--- config.mk ---
export PLATFORM = sky130hd
export DESIGN_NAME = nand_seq
export DESIGN_NICKNAME = d
export VERILOG_FILES = /design/src/rtl/nand_seq_pkg.sv /design/src/rtl/nand_seq_pulse.sv /design/src/rtl/nand_seq_buf.sv /design/src/rtl/nand_seq_fsm.sv /design/src/rtl/nand_seq.sv
export SDC_FILE = /design/constraint.sdc
export NUM_CORES = 1
export LEC_CHECK = 0
export CORE_ASPECT_RATIO = 0.9
export CORE_MARGIN = 3
export CORE_UTILIZATION = 30
export CTS_CLUSTER_DIAMETER = 60
export DETAILED_ROUTE_END_ITERATION = 6
export PLACE_DENSITY = 0.56
export SKIP_LAST_GASP = 1
export SYNTH_ARGS = -nofsm -noshare
export SYNTH_HDL_FRONTEND = slang
export SYNTH_SLANG_ARGS = --single-unit
--- constraint.sdc ---
create_clock -name clk -period 4.75 [get_ports clk]
set_input_delay 0.95 -clock clk [delete_from_list [all_inputs] [get_ports clk]]
set_output_delay 0.95 -clock clk [all_outputs]
set_load 0.01 [all_outputs]
--- src/rtl/nand_seq_pkg.sv ---
package nand_seq_pkg;

   typedef enum logic [2:0] {
      ST_IDLE,
      ST_CMD1,
      ST_ADDR,
      ST_WDAT,
      ST_RDAT,
      ST_CMD2,
      ST_WGAP,
      ST_WPOLL
   } seq_st_e;

   // operation word bit positions (decoded by the sequencer)
   localparam int OPB_RD    = 1;
   localparam int OPB_WAIT  = 2;
   localparam int OPB_CMD2  = 3;
   localparam int OPB_WR    = 4;
   localparam int OPB_ADDR  = 5;
   localparam int OPB_CMD1  = 6;
   localparam int OPF_CS    = 7;
   localparam int OPF_NAD   = 9;
   localparam int OP_W      = 12;

   // register selects
   localparam logic [2:0] RS_CMD = 3'd0;
   localparam logic [2:0] RS_ADL = 3'd1;
   localparam logic [2:0] RS_ADH = 3'd2;
   localparam logic [2:0] RS_CNT = 3'd3;
   localparam logic [2:0] RS_TIM = 3'd4;
   localparam logic [2:0] RS_OP  = 3'd5;
   localparam logic [2:0] RS_BUF = 3'd6;

   localparam logic [11:0] TIM_RESET = 12'h375;

   function automatic logic is_strobe(input seq_st_e s);
      return (s == ST_CMD1) || (s == ST_ADDR) || (s == ST_WDAT) ||
             (s == ST_RDAT) || (s == ST_CMD2);
   endfunction

endpackage

--- src/rtl/nand_seq_pulse.sv ---
module nand_seq_pulse #(
   parameter int CW = 4
) (
   input  logic          clk,
   input  logic          rst_n,
   input  logic          go,
   input  logic [CW-1:0] lo_cnt,
   input  logic [CW-1:0] hi_cnt,
   output logic          strobe_low,
   output logic          sample,
   output logic          done,
   output logic          busy
);

   if (CW < 1) begin : g_bad_cw
      $error("nand_seq_pulse: CW must be at least 1");
   end

   typedef enum logic [1:0] {PH_IDLE, PH_LOW, PH_HIGH} ph_e;

   ph_e           ph;
   logic [CW-1:0] cnt;

   always_ff @(posedge clk or negedge rst_n) begin
      if (!rst_n) begin
         ph  <= PH_IDLE;
         cnt <= '0;
      end else begin
         case (ph)
            PH_IDLE: if (go) begin
               ph  <= PH_LOW;
               cnt <= lo_cnt;
            end
            PH_LOW: if (cnt == '0) begin
               ph  <= PH_HIGH;
               cnt <= hi_cnt;
            end else begin
               cnt <= cnt - 1'b1;
            end
            PH_HIGH: if (cnt == '0) begin
               if (go) begin
                  ph  <= PH_LOW;
                  cnt <= lo_cnt;
               end else begin
                  ph <= PH_IDLE;
               end
            end else begin
               cnt <= cnt - 1'b1;
            end
            default: ph <= PH_IDLE;
         endcase
      end
   end

   assign strobe_low = (ph == PH_LOW);
   assign sample     = (ph == PH_LOW) && (cnt == '0);
   assign done       = (ph == PH_HIGH) && (cnt == '0);
   assign busy       = (ph != PH_IDLE);

   // low time is not cut short
   a_r6_low_hold: assert property (@(posedge clk) disable iff (!rst_n)
      (ph == PH_LOW && cnt != '0) |=> (ph == PH_LOW));
   // high time is not cut short
   a_r6_high_hold: assert property (@(posedge clk) disable iff (!rst_n)
      (ph == PH_HIGH && cnt != '0) |=> (ph == PH_HIGH));
   // a launch only arrives when the timer is free
   a_r6_go_when_free: assert property (@(posedge clk) disable iff (!rst_n)
      go |-> (!busy || done));

endmodule

--- src/rtl/nand_seq_buf.sv ---
module nand_seq_buf #(
   parameter int DEPTH = 16,
   localparam int AW   = $clog2(DEPTH)
) (
   input  logic          clk,
   input  logic          sw_we,
   input  logic [AW-1:0] sw_idx,
   input  logic [7:0]    sw_byte,
   input  logic          cap_we,
   input  logic [AW-1:0] cap_idx,
   input  logic [7:0]    cap_byte,
   input  logic [AW-1:0] rd_idx_a,
   output logic [7:0]    rd_a,
   input  logic [AW-1:0] rd_idx_b,
   output logic [7:0]    rd_b
);

   logic [7:0] mem [DEPTH];

   // flash capture has priority over a software write in the same cycle
   always_ff @(posedge clk) begin
      if (cap_we) begin
         mem[cap_idx] <= cap_byte;
      end else if (sw_we) begin
         mem[sw_idx] <= sw_byte;
      end
   end

   assign rd_a = mem[rd_idx_a];
   assign rd_b = mem[rd_idx_b];

endmodule

--- src/rtl/nand_seq_fsm.sv ---
module nand_seq_fsm
   import nand_seq_pkg::*;
#(
   parameter int CNT_W   = 8,
   parameter int GAP_CYC = 4,
   localparam int GW     = $clog2(GAP_CYC + 1)
) (
   input  logic             clk,
   input  logic             rst_n,
   input  logic             op_wr,
   input  logic [OP_W-1:0]  op_word,
   input  logic [CNT_W-1:0] dcnt,
   input  logic             rb,
   input  logic             stb_done,
   input  logic             stb_busy,
   output seq_st_e          st,
   output logic             go,
   output logic             go_rd,
   output logic [2:0]       acnt,
   output logic [CNT_W-1:0] didx,
   output logic [OP_W-1:0]  op_q
);

   if (GAP_CYC < 1) begin : g_bad_gap
      $error("nand_seq_fsm: GAP_CYC must be at least 1");
   end

   seq_st_e         nxt;
   logic [OP_W-1:0] op_sel;
   logic [5:0]      en;
   logic [2:0]      nad;
   logic [GW-1:0]   gcnt;

   assign op_sel = (st == ST_IDLE) ? op_word : op_q;
   assign nad    = op_sel[OPF_NAD +: 3];

   // phase enables in run order; zero counts skip their phase
   assign en[0] = op_sel[OPB_CMD1];
   assign en[1] = op_sel[OPB_ADDR] && (nad != 3'd0);
   assign en[2] = op_sel[OPB_WR]   && (dcnt != '0);
   assign en[3] = op_sel[OPB_RD]   && (dcnt != '0);
   assign en[4] = op_sel[OPB_CMD2];
   assign en[5] = op_sel[OPB_WAIT];

   function automatic seq_st_e slot(input int i);
      case (i)
         0:       return ST_CMD1;
         1:       return ST_ADDR;
         2:       return ST_WDAT;
         3:       return ST_RDAT;
         4:       return ST_CMD2;
         default: return ST_WGAP;
      endcase
   endfunction

   function automatic seq_st_e pick(input int from, input logic [5:0] e);
      seq_st_e r;
      r = ST_IDLE;
      for (int i = 5; i >= 0; i--) begin
         if (i >= from && e[i]) r = slot(i);
      end
      return r;
   endfunction

   always_comb begin
      nxt = st;
      case (st)
         ST_IDLE:  if (op_wr) nxt = pick(0, en);
         ST_CMD1:  if (stb_done) nxt = pick(1, en);
         ST_ADDR:  if (stb_done && acnt == nad - 3'd1) nxt = pick(2, en);
         ST_WDAT:  if (stb_done && didx == dcnt - CNT_W'(1)) nxt = pick(3, en);
         ST_RDAT:  if (stb_done && didx == dcnt - CNT_W'(1)) nxt = pick(4, en);
         ST_CMD2:  if (stb_done) nxt = pick(5, en);
         ST_WGAP:  if (gcnt == '0) nxt = ST_WPOLL;
         ST_WPOLL: if (rb) nxt = ST_IDLE;
         default:  nxt = ST_IDLE;
      endcase
   end

   assign go    = is_strobe(nxt) && (!stb_busy || stb_done);
   assign go_rd = go && (nxt == ST_RDAT);

   always_ff @(posedge clk or negedge rst_n) begin
      if (!rst_n) begin
         st   <= ST_IDLE;
         op_q <= '0;
         acnt <= '0;
         didx <= '0;
         gcnt <= '0;
      end else begin
         st <= nxt;
         if (st == ST_IDLE && op_wr) op_q <= op_word;
         if (st != nxt) acnt <= '0;
         else if (st == ST_ADDR && stb_done) acnt <= acnt + 3'd1;
         if (st != nxt) didx <= '0;
         else if ((st == ST_WDAT || st == ST_RDAT) && stb_done) didx <= didx + CNT_W'(1);
         if (nxt == ST_WGAP && st != ST_WGAP) gcnt <= GW'(GAP_CYC - 1);
         else if (st == ST_WGAP && gcnt != '0) gcnt <= gcnt - 1'b1;
      end
   end

   // a write while busy leaves the latched operation untouched
   a_r11_busy_ignored: assert property (@(posedge clk) disable iff (!rst_n)
      (st != ST_IDLE && op_wr) |=> $stable(op_q));
   // the blind window never ends the operation directly
   a_r9_gap_no_exit: assert property (@(posedge clk) disable iff (!rst_n)
      (st == ST_WGAP) |=> (st != ST_IDLE));
   // polling holds while the flash is busy
   a_r9_poll_holds: assert property (@(posedge clk) disable iff (!rst_n)
      (st == ST_WPOLL && !rb) |=> (st == ST_WPOLL));

endmodule

--- src/rtl/nand_seq.sv ---
module nand_seq
   import nand_seq_pkg::*;
#(
   parameter int BUF_DEPTH = 16,
   parameter int CNT_W     = 8,
   parameter int NUM_CE    = 4,
   parameter int GAP_CYC   = 4,
   localparam int AW       = $clog2(BUF_DEPTH)
) (
   input  logic              clk,
   input  logic              rst_n,
   input  logic              reg_we,
   input  logic [2:0]        reg_sel,
   input  logic [31:0]       reg_wdata,
   input  logic [AW-1:0]     buf_rd_idx,
   output logic [7:0]        buf_rd_data,
   output logic              seq_ready,
   output logic              nf_cle,
   output logic              nf_ale,
   output logic              nf_we_n,
   output logic              nf_re_n,
   output logic [NUM_CE-1:0] nf_ce_n,
   output logic [7:0]        nf_dq_o,
   output logic              nf_dq_oe,
   input  logic [7:0]        nf_dq_i,
   input  logic              nf_rb
);

   if (BUF_DEPTH < 2 || (1 << AW) != BUF_DEPTH) begin : g_bad_depth
      $error("nand_seq: BUF_DEPTH must be a power of two of at least 2");
   end
   if (NUM_CE < 1 || NUM_CE > 4) begin : g_bad_ce
      $error("nand_seq: NUM_CE must be 1..4");
   end
   if (CNT_W < AW || CNT_W > 24) begin : g_bad_cnt
      $error("nand_seq: CNT_W must cover the buffer index and fit the data word");
   end

   // ---------------- software registers ----------------
   logic [15:0]      cmd_q;
   logic [31:0]      adl_q, adh_q;
   logic [CNT_W-1:0] dcnt_q;
   logic [11:0]      tim_q;

   always_ff @(posedge clk or negedge rst_n) begin
      if (!rst_n) begin
         cmd_q  <= '0;
         adl_q  <= '0;
         adh_q  <= '0;
         dcnt_q <= '0;
         tim_q  <= TIM_RESET;
      end else if (reg_we) begin
         case (reg_sel)
            RS_CMD:  cmd_q  <= reg_wdata[15:0];
            RS_ADL:  adl_q  <= reg_wdata;
            RS_ADH:  adh_q  <= reg_wdata;
            RS_CNT:  dcnt_q <= reg_wdata[CNT_W-1:0];
            RS_TIM:  tim_q  <= reg_wdata[11:0];
            default: ;
         endcase
      end
   end

   // ---------------- sequencer and pulse timer ----------------
   seq_st_e          st;
   logic             go, go_rd, stb_low, stb_sample, stb_done, stb_busy;
   logic [2:0]       acnt;
   logic [CNT_W-1:0] didx;
   logic [OP_W-1:0]  op_q;
   logic             op_wr;
   logic [3:0]       lo_sel;

   assign op_wr  = reg_we && (reg_sel == RS_OP);
   assign lo_sel = go_rd ? tim_q[7:4] : tim_q[3:0];

   nand_seq_fsm #(.CNT_W(CNT_W), .GAP_CYC(GAP_CYC)) u_fsm (
      .clk      (clk),
      .rst_n    (rst_n),
      .op_wr    (op_wr),
      .op_word  (reg_wdata[OP_W-1:0]),
      .dcnt     (dcnt_q),
      .rb       (nf_rb),
      .stb_done (stb_done),
      .stb_busy (stb_busy),
      .st       (st),
      .go       (go),
      .go_rd    (go_rd),
      .acnt     (acnt),
      .didx     (didx),
      .op_q     (op_q)
   );

   nand_seq_pulse #(.CW(4)) u_pulse (
      .clk        (clk),
      .rst_n      (rst_n),
      .go         (go),
      .lo_cnt     (lo_sel),
      .hi_cnt     (tim_q[11:8]),
      .strobe_low (stb_low),
      .sample     (stb_sample),
      .done       (stb_done),
      .busy       (stb_busy)
   );

   // ---------------- byte buffer ----------------
   logic [7:0] tx_byte;

   nand_seq_buf #(.DEPTH(BUF_DEPTH)) u_buf (
      .clk      (clk),
      .sw_we    (reg_we && reg_sel == RS_BUF),
      .sw_idx   (reg_wdata[8 +: AW]),
      .sw_byte  (reg_wdata[7:0]),
      .cap_we   (st == ST_RDAT && stb_sample),
      .cap_idx  (didx[AW-1:0]),
      .cap_byte (nf_dq_i),
      .rd_idx_a (buf_rd_idx),
      .rd_a     (buf_rd_data),
      .rd_idx_b (didx[AW-1:0]),
      .rd_b     (tx_byte)
   );

   wire didx_unused = ^didx;
   wire op_unused   = ^op_q[6:0];

   // ---------------- flash pins ----------------
   logic [63:0] addr_all;
   logic [1:0]  cs;
   logic        active;

   assign addr_all = {adh_q, adl_q};
   assign cs       = op_q[OPF_CS +: 2];
   assign active   = (st != ST_IDLE);

   for (genvar g = 0; g < NUM_CE; g++) begin : g_ce
      assign nf_ce_n[g] = !(active && int'(cs) == g);
   end

   always_comb begin
      case (st)
         ST_CMD1: nf_dq_o = cmd_q[7:0];
         ST_CMD2: nf_dq_o = cmd_q[15:8];
         ST_ADDR: nf_dq_o = addr_all[{acnt, 3'b000} +: 8];
         ST_WDAT: nf_dq_o = tx_byte;
         default: nf_dq_o = 8'h00;
      endcase
   end

   assign nf_dq_oe  = (st == ST_CMD1) || (st == ST_CMD2) ||
                      (st == ST_ADDR) || (st == ST_WDAT);
   assign nf_cle    = (st == ST_CMD1) || (st == ST_CMD2);
   assign nf_ale    = (st == ST_ADDR);
   assign nf_we_n   = !(stb_low && st != ST_RDAT);
   assign nf_re_n   = !(stb_low && st == ST_RDAT);
   assign seq_ready = !active && nf_rb;

   // latch strobes never overlap
   a_r2_latch_excl: assert property (@(posedge clk) disable iff (!rst_n)
      !(nf_cle && nf_ale));
   // write and read strobes never low together
   a_r6_strobe_excl: assert property (@(posedge clk) disable iff (!rst_n)
      !(!nf_we_n && !nf_re_n));
   // at most one device enabled, none while idle
   a_r4_one_ce: assert property (@(posedge clk) disable iff (!rst_n)
      $countones(~nf_ce_n) <= 1);
   a_r4_idle_no_ce: assert property (@(posedge clk) disable iff (!rst_n)
      seq_ready |-> (&nf_ce_n));
   // an accepted start with the first opcode enabled drops ready
   a_r10_start_clears: assert property (@(posedge clk) disable iff (!rst_n)
      (seq_ready && op_wr && reg_wdata[OPB_CMD1]) |=> !seq_ready);
   // the bus is never driven while reading
   a_r7_no_drive_on_read: assert property (@(posedge clk) disable iff (!rst_n)
      !nf_re_n |-> !nf_dq_oe);

endmodule

# Word-level counts from Yosys, hierarchy flattened
# Memories as Yosys holds them, arrays and structs flattened.
# Cells that the tools add are included.
# W data, S select, Z words.
# totals
reg_bits,135
mem_bits_rw,128
in_bits,51
out_inout_bits,26
n_memories,1
# classes
add_sub_neg,6
n_eq_ne,32
n_shift,1
n_mux,41
reduce_logical,63
# mem_list
memory,words,word_bits,read_ports,rd_clocked_by_memory_dff,write_ports,line_no,text
u_buf.mem,16,8,2,0,1,nand_seq_buf.sv:18,logic [7:0] mem [DEPTH];
# ops
operator,n
$shiftx A64 B7 Y8,1
$mux W3,18
$pmux W8 S4,1
$eq A3 B3 Y1 const B,10
$logic_and A1 B1 Y1,24
$mux W8,3
$pmux W3 S8,1
$mux W4,5
$eq A3 B2 Y1 const B,6
$mux W12,1
$pmux W4 S3,1
$reduce_bool A3 Y1,4
$reduce_and A2 Y1,5
$eq A3 B1 Y1 const B,3
$logic_not A3 Y1,3
$logic_or A1 B1 Y1,9
$add A8 B1 Y8 const B,1
$eq A8 B8 Y1,1
$logic_not A1 Y1,8
$reduce_bool A2 Y1,4
$reduce_bool A8 Y1,1
$reduce_or A8 Y1,1
$sub A8 B1 Y8 const B,1
$mux W1,7
other kinds (15),24

# Logic depth before layout (Yosys ltp)
# logic_depth
ltp_word,21
mapped_depth,15
ltp_nobuf,12

# Hierarchy
# From an unflattened synthesis, not the netlist that was laid out.
# unflattened
cells_unflattened,949
area_unflattened_um2,13753.2
# modules_own_cells
mod,instances,cells_per_inst,area_each_um2,seq_area_each_um2
nand_seq_buf,1,316,6199.7,3843.7
nand_seq,1,319,4672.0,2511.2
nand_seq_fsm,1,252,2352.3,725.7
nand_seq_pulse,1,62,529.3,150.1

# Worst setup path before layout
# OpenSTA, ideal clock, no wires.
# synth_timing
path_kind,input -> output
startpoint,input buf_rd_idx[0]
endpoint,output buf_rd_data[0]
t_arrival_ps,2768
required_time_ps,3800
slack_ps,1032
cell_stages,4
path_buffers,2
path_cell_list,clkbuf_1 > buf_1 > mux4_2 > mux4_2
# synth_between
elab_chain_len,1
# synth_rtl
item,line_no,text
from (decl),nand_seq.sv:15,"input logic [AW-1:0] buf_rd_idx,"
$mem_v2 Z16 W8,-,
to (decl),nand_seq.sv:16,"output logic [7:0] buf_rd_data,"
# Every way passes these cells.

# Worst setup path after layout
# layout_timing
startpoint,register u_fsm.didx[0]
endpoint,output nf_dq_o[4]
# layout_between
elab_chain_len,2
# layout_rtl
item,line_no,text
from (decl),nand_seq_fsm.sv:20,"output logic [CNT_W-1:0] didx,"
from (signal assigned),nand_seq_fsm.sv:96,else if ((st == ST_WDAT || st == ST_RDAT) && stb_done) didx <= didx + CNT_W'(1);
$mem_v2 Z16 W8,-,
$pmux W8 S4,nand_seq.sv:139,case (st)
to (decl),nand_seq.sv:23,"output logic [7:0] nf_dq_o,"
# Every way passes these cells.

==> impl_metrics.env <==
export IMPL_die_area_um2=46600
export IMPL_grt_pass1_wl_um=53300
export IMPL_ys_async_sr_fraction_pct=51.0
export IMPL_register_area_um2=7180
export IMPL_postSynthCellCount=877
export IMPL_fin_tns_setup_ns=0
export IMPL_cp_required_ns=3.80
export IMPL_dp_hpwl_um=23400
export IMPL_rsz0062_at_grt="no"
export IMPL_cts_buffer_depth=3
export IMPL_drt_iter0_markers=655
export IMPL_r2r_end="u_fsm.acnt[2]"
export IMPL_slew_headroom_pct=24.1
export IMPL_grt_max_degree=85
export IMPL_endpoint="nf_dq_o[4]"
export IMPL_worstSetupPathType="reg2out"
export IMPL_synth_area_um2=13200
export IMPL_placementRows=72
export IMPL_wl_per_cell_um=22.9
export IMPL_mostFrequentLayoutCells="edfxtp_1, dfrtp_1, mux2_2"
export IMPL_max_freq_mhz=228
export IMPL_worstSkewPairLatency_ns=0.55
export IMPL_hp_class="in2async"
export IMPL_synth_nets=942
export IMPL_status="complete, no violations"
export IMPL_synth_edf_count=128
export IMPL_start_kind="flop"
export IMPL_rrSetupSlack_ns=0.97
export IMPL_cp_max_fo=12
export IMPL_power_density_nw_per_um2=482
export IMPL_first_pass_iters=5
export IMPL_grtUsageTotal_pct=15.4
export IMPL_p_leak_nw=5.66
export IMPL_min_period_over_period_pct=92.3
export IMPL_final_common_cell="edfxtp_1"
export IMPL_drc=0
export IMPL_r2r_cells=12
export IMPL_htree_num_levels=2
export IMPL_num_vias=8167
export IMPL_post_cts_resized=0
export IMPL_drive_gt1_share_pct=33.8
export IMPL_preCtsSetupSlack_ns=0.652
export IMPL_fin_cells=1552
export IMPL_power_total_mw=7.66
export IMPL_area_delta_synth_final_pct=20.5
export IMPL_synth_seq_area_share_pct=54.4
export IMPL_r2r_start="u_fsm.st[1]"
export IMPL_die_height_um=205
export IMPL_start_util_pct=30.5
export IMPL_finalWeightedCongestion=0.871
export IMPL_cp_arrival_ns=3.43
export IMPL_yosysUniqueCellTypes=69
export IMPL_ir_drop_v=0.000278
export IMPL_end_kind="output pin"
export IMPL_nets=1037
export IMPL_setup_worst_path_start="u_fsm.didx[0]"
export IMPL_clock_sinks=261
export IMPL_die_x_um=227
export IMPL_layout_setup_ws_ns=0.366
export IMPL_multi_input_area_um2=5750
export IMPL_yosysWarnings=0
export IMPL_ant_nets=0
export IMPL_cts_clk_slew_worst_paths_ns=0.05
export IMPL_clock_skew_final_ns=0.0224
export IMPL_placed_area_um2=14800
export IMPL_cts_tree="built"
export IMPL_drv_slew=0
export IMPL_grt_overflow=0
export IMPL_grt_pass1_vias=8443
export IMPL_maxCapViolCount=0
export IMPL_final_min_clock_period_ns=4.38
export IMPL_final_setup_viol_count=0
export IMPL_hold_buffers=0
export IMPL_worstMarginPinSlew_ns=1.14
export IMPL_fillCellCount=4083
export IMPL_wirelength_um=35500
export IMPL_viasPerCell=5.26
export IMPL_io_buffers=76
export IMPL_post_cts_buffers=0
export IMPL_ios=77
export IMPL_ys_seq_elements=261
export IMPL_grt_antenna_before_repair=1
export IMPL_root_buffer="clkbuf_16"
export IMPL_avgSynthCellArea_um2=15.1
export IMPL_dp_cells=1491
export IMPL_final_area_um2=15900
export IMPL_finalHoldViolCount=0
export IMPL_core_area_um2=43200
export IMPL_synthFlopType="edfxtp_1"
export IMPL_cts_buffers=34
## worst max-delay path: stages, from the launching register on
cell	delay, ns
dfrtp_2	0.65
buf_4	0.28
mux4_2	0.51
mux4_2	0.57
a21oi_1	0.18
o22ai_1	0.13
clkdlybuf4s50_1	0.56
## worst min path at each step
stage	from	to	slack, ns
after CTS	rst_n	u_fsm.op_q[10]	0.49
after floorplan	tim_q[10]	tim_q[10]	0.47
final	rst_n	u_fsm.op_q[10]	0.45
after global placement	tim_q[10]	tim_q[10]	0.48
after detailed placement	adl_q[29]	adl_q[29]	0.49
after global routing	rst_n	u_fsm.op_q[10]	0.52
## kinds of logic after synthesis
kind of cell    Yosys count  share of synthesized area [%]
compound gates           82                           4.43
xor+xnor                 26                           1.72
fa+ha+maj                14                           1.33
buf+inv                  72                           2.27
flops                   261                           54.4
mux                     243                           28.7
simple gates            179                           7.13
## registers in the layout (all words and copies together) (netlist names)
name and count:
adh_q 32, adl_q 32, cmd_q 16, dcnt_q 8, tim_q 12, u_buf.mem 128
u_fsm.acnt 3, u_fsm.didx 8, u_fsm.gcnt 3, u_fsm.op_q 10, u_fsm.st 3, u_pulse.cnt 4
u_pulse.ph 2
## area by class of cell
cell class	count	share of cell area [%]
Clock inverter	17	1.37
Inverter	15	0.354
Sequential cell	261	45.1
Tap cell	555	4.36
Antenna cell	1	0.0157
Clock buffer	43	5.76
Multi-Input combinational cell	544	36.1
Timing Repair Buffer	116	6.88
## layer usage
metal	GRT usage [%]	vias to the layer above	wire length, um
met1	20.4	4246	15400
met2	24.8	249	16700
met4	5.31	2	1040
met5	0	-	13
met3	3.84	65	2310
li1	-	3605	-
## per-stage QoR
stage                     util [%]  hold slack [ns]
after floorplan                  -            0.473
after global placement        34.2            0.485
after detailed placement      34.2            0.491
after CTS                     36.8            0.489
after global routing          36.8            0.517
final                         36.8            0.451
## Yosys cell counts (8+ instances only)
library cell  instances  share of area, %
a21oi_1              20              0.76
buf_1                 9              0.26
nand2_1              29              0.82
xor2_1               10              0.66
edfxtp_1            128                29
o22ai_1               8              0.38
dfrtp_1             126                24
o21ai_0              10              0.38
ha_1                 14               1.3
nor3_1               12              0.45
xnor2_1              16               1.1
mux2_2              119                10
nand2b_1              9              0.43
inv_1                15              0.43
mux4_2               96                16
clkbuf_1             38               1.1
nor3b_1               9              0.51
nor2_1               65               1.8
nand3_1              10              0.38
mux2i_1              26               2.0
## power by group
group | internal, mW | total [mW] | switching, mW
Sequential | 2.67 | 2.87 | 0.198
Clock | 1.55 | 2.58 | 1.03
Combinational | 1.05 | 2.21 | 1.17
Power figures use the tool's default switching activity.
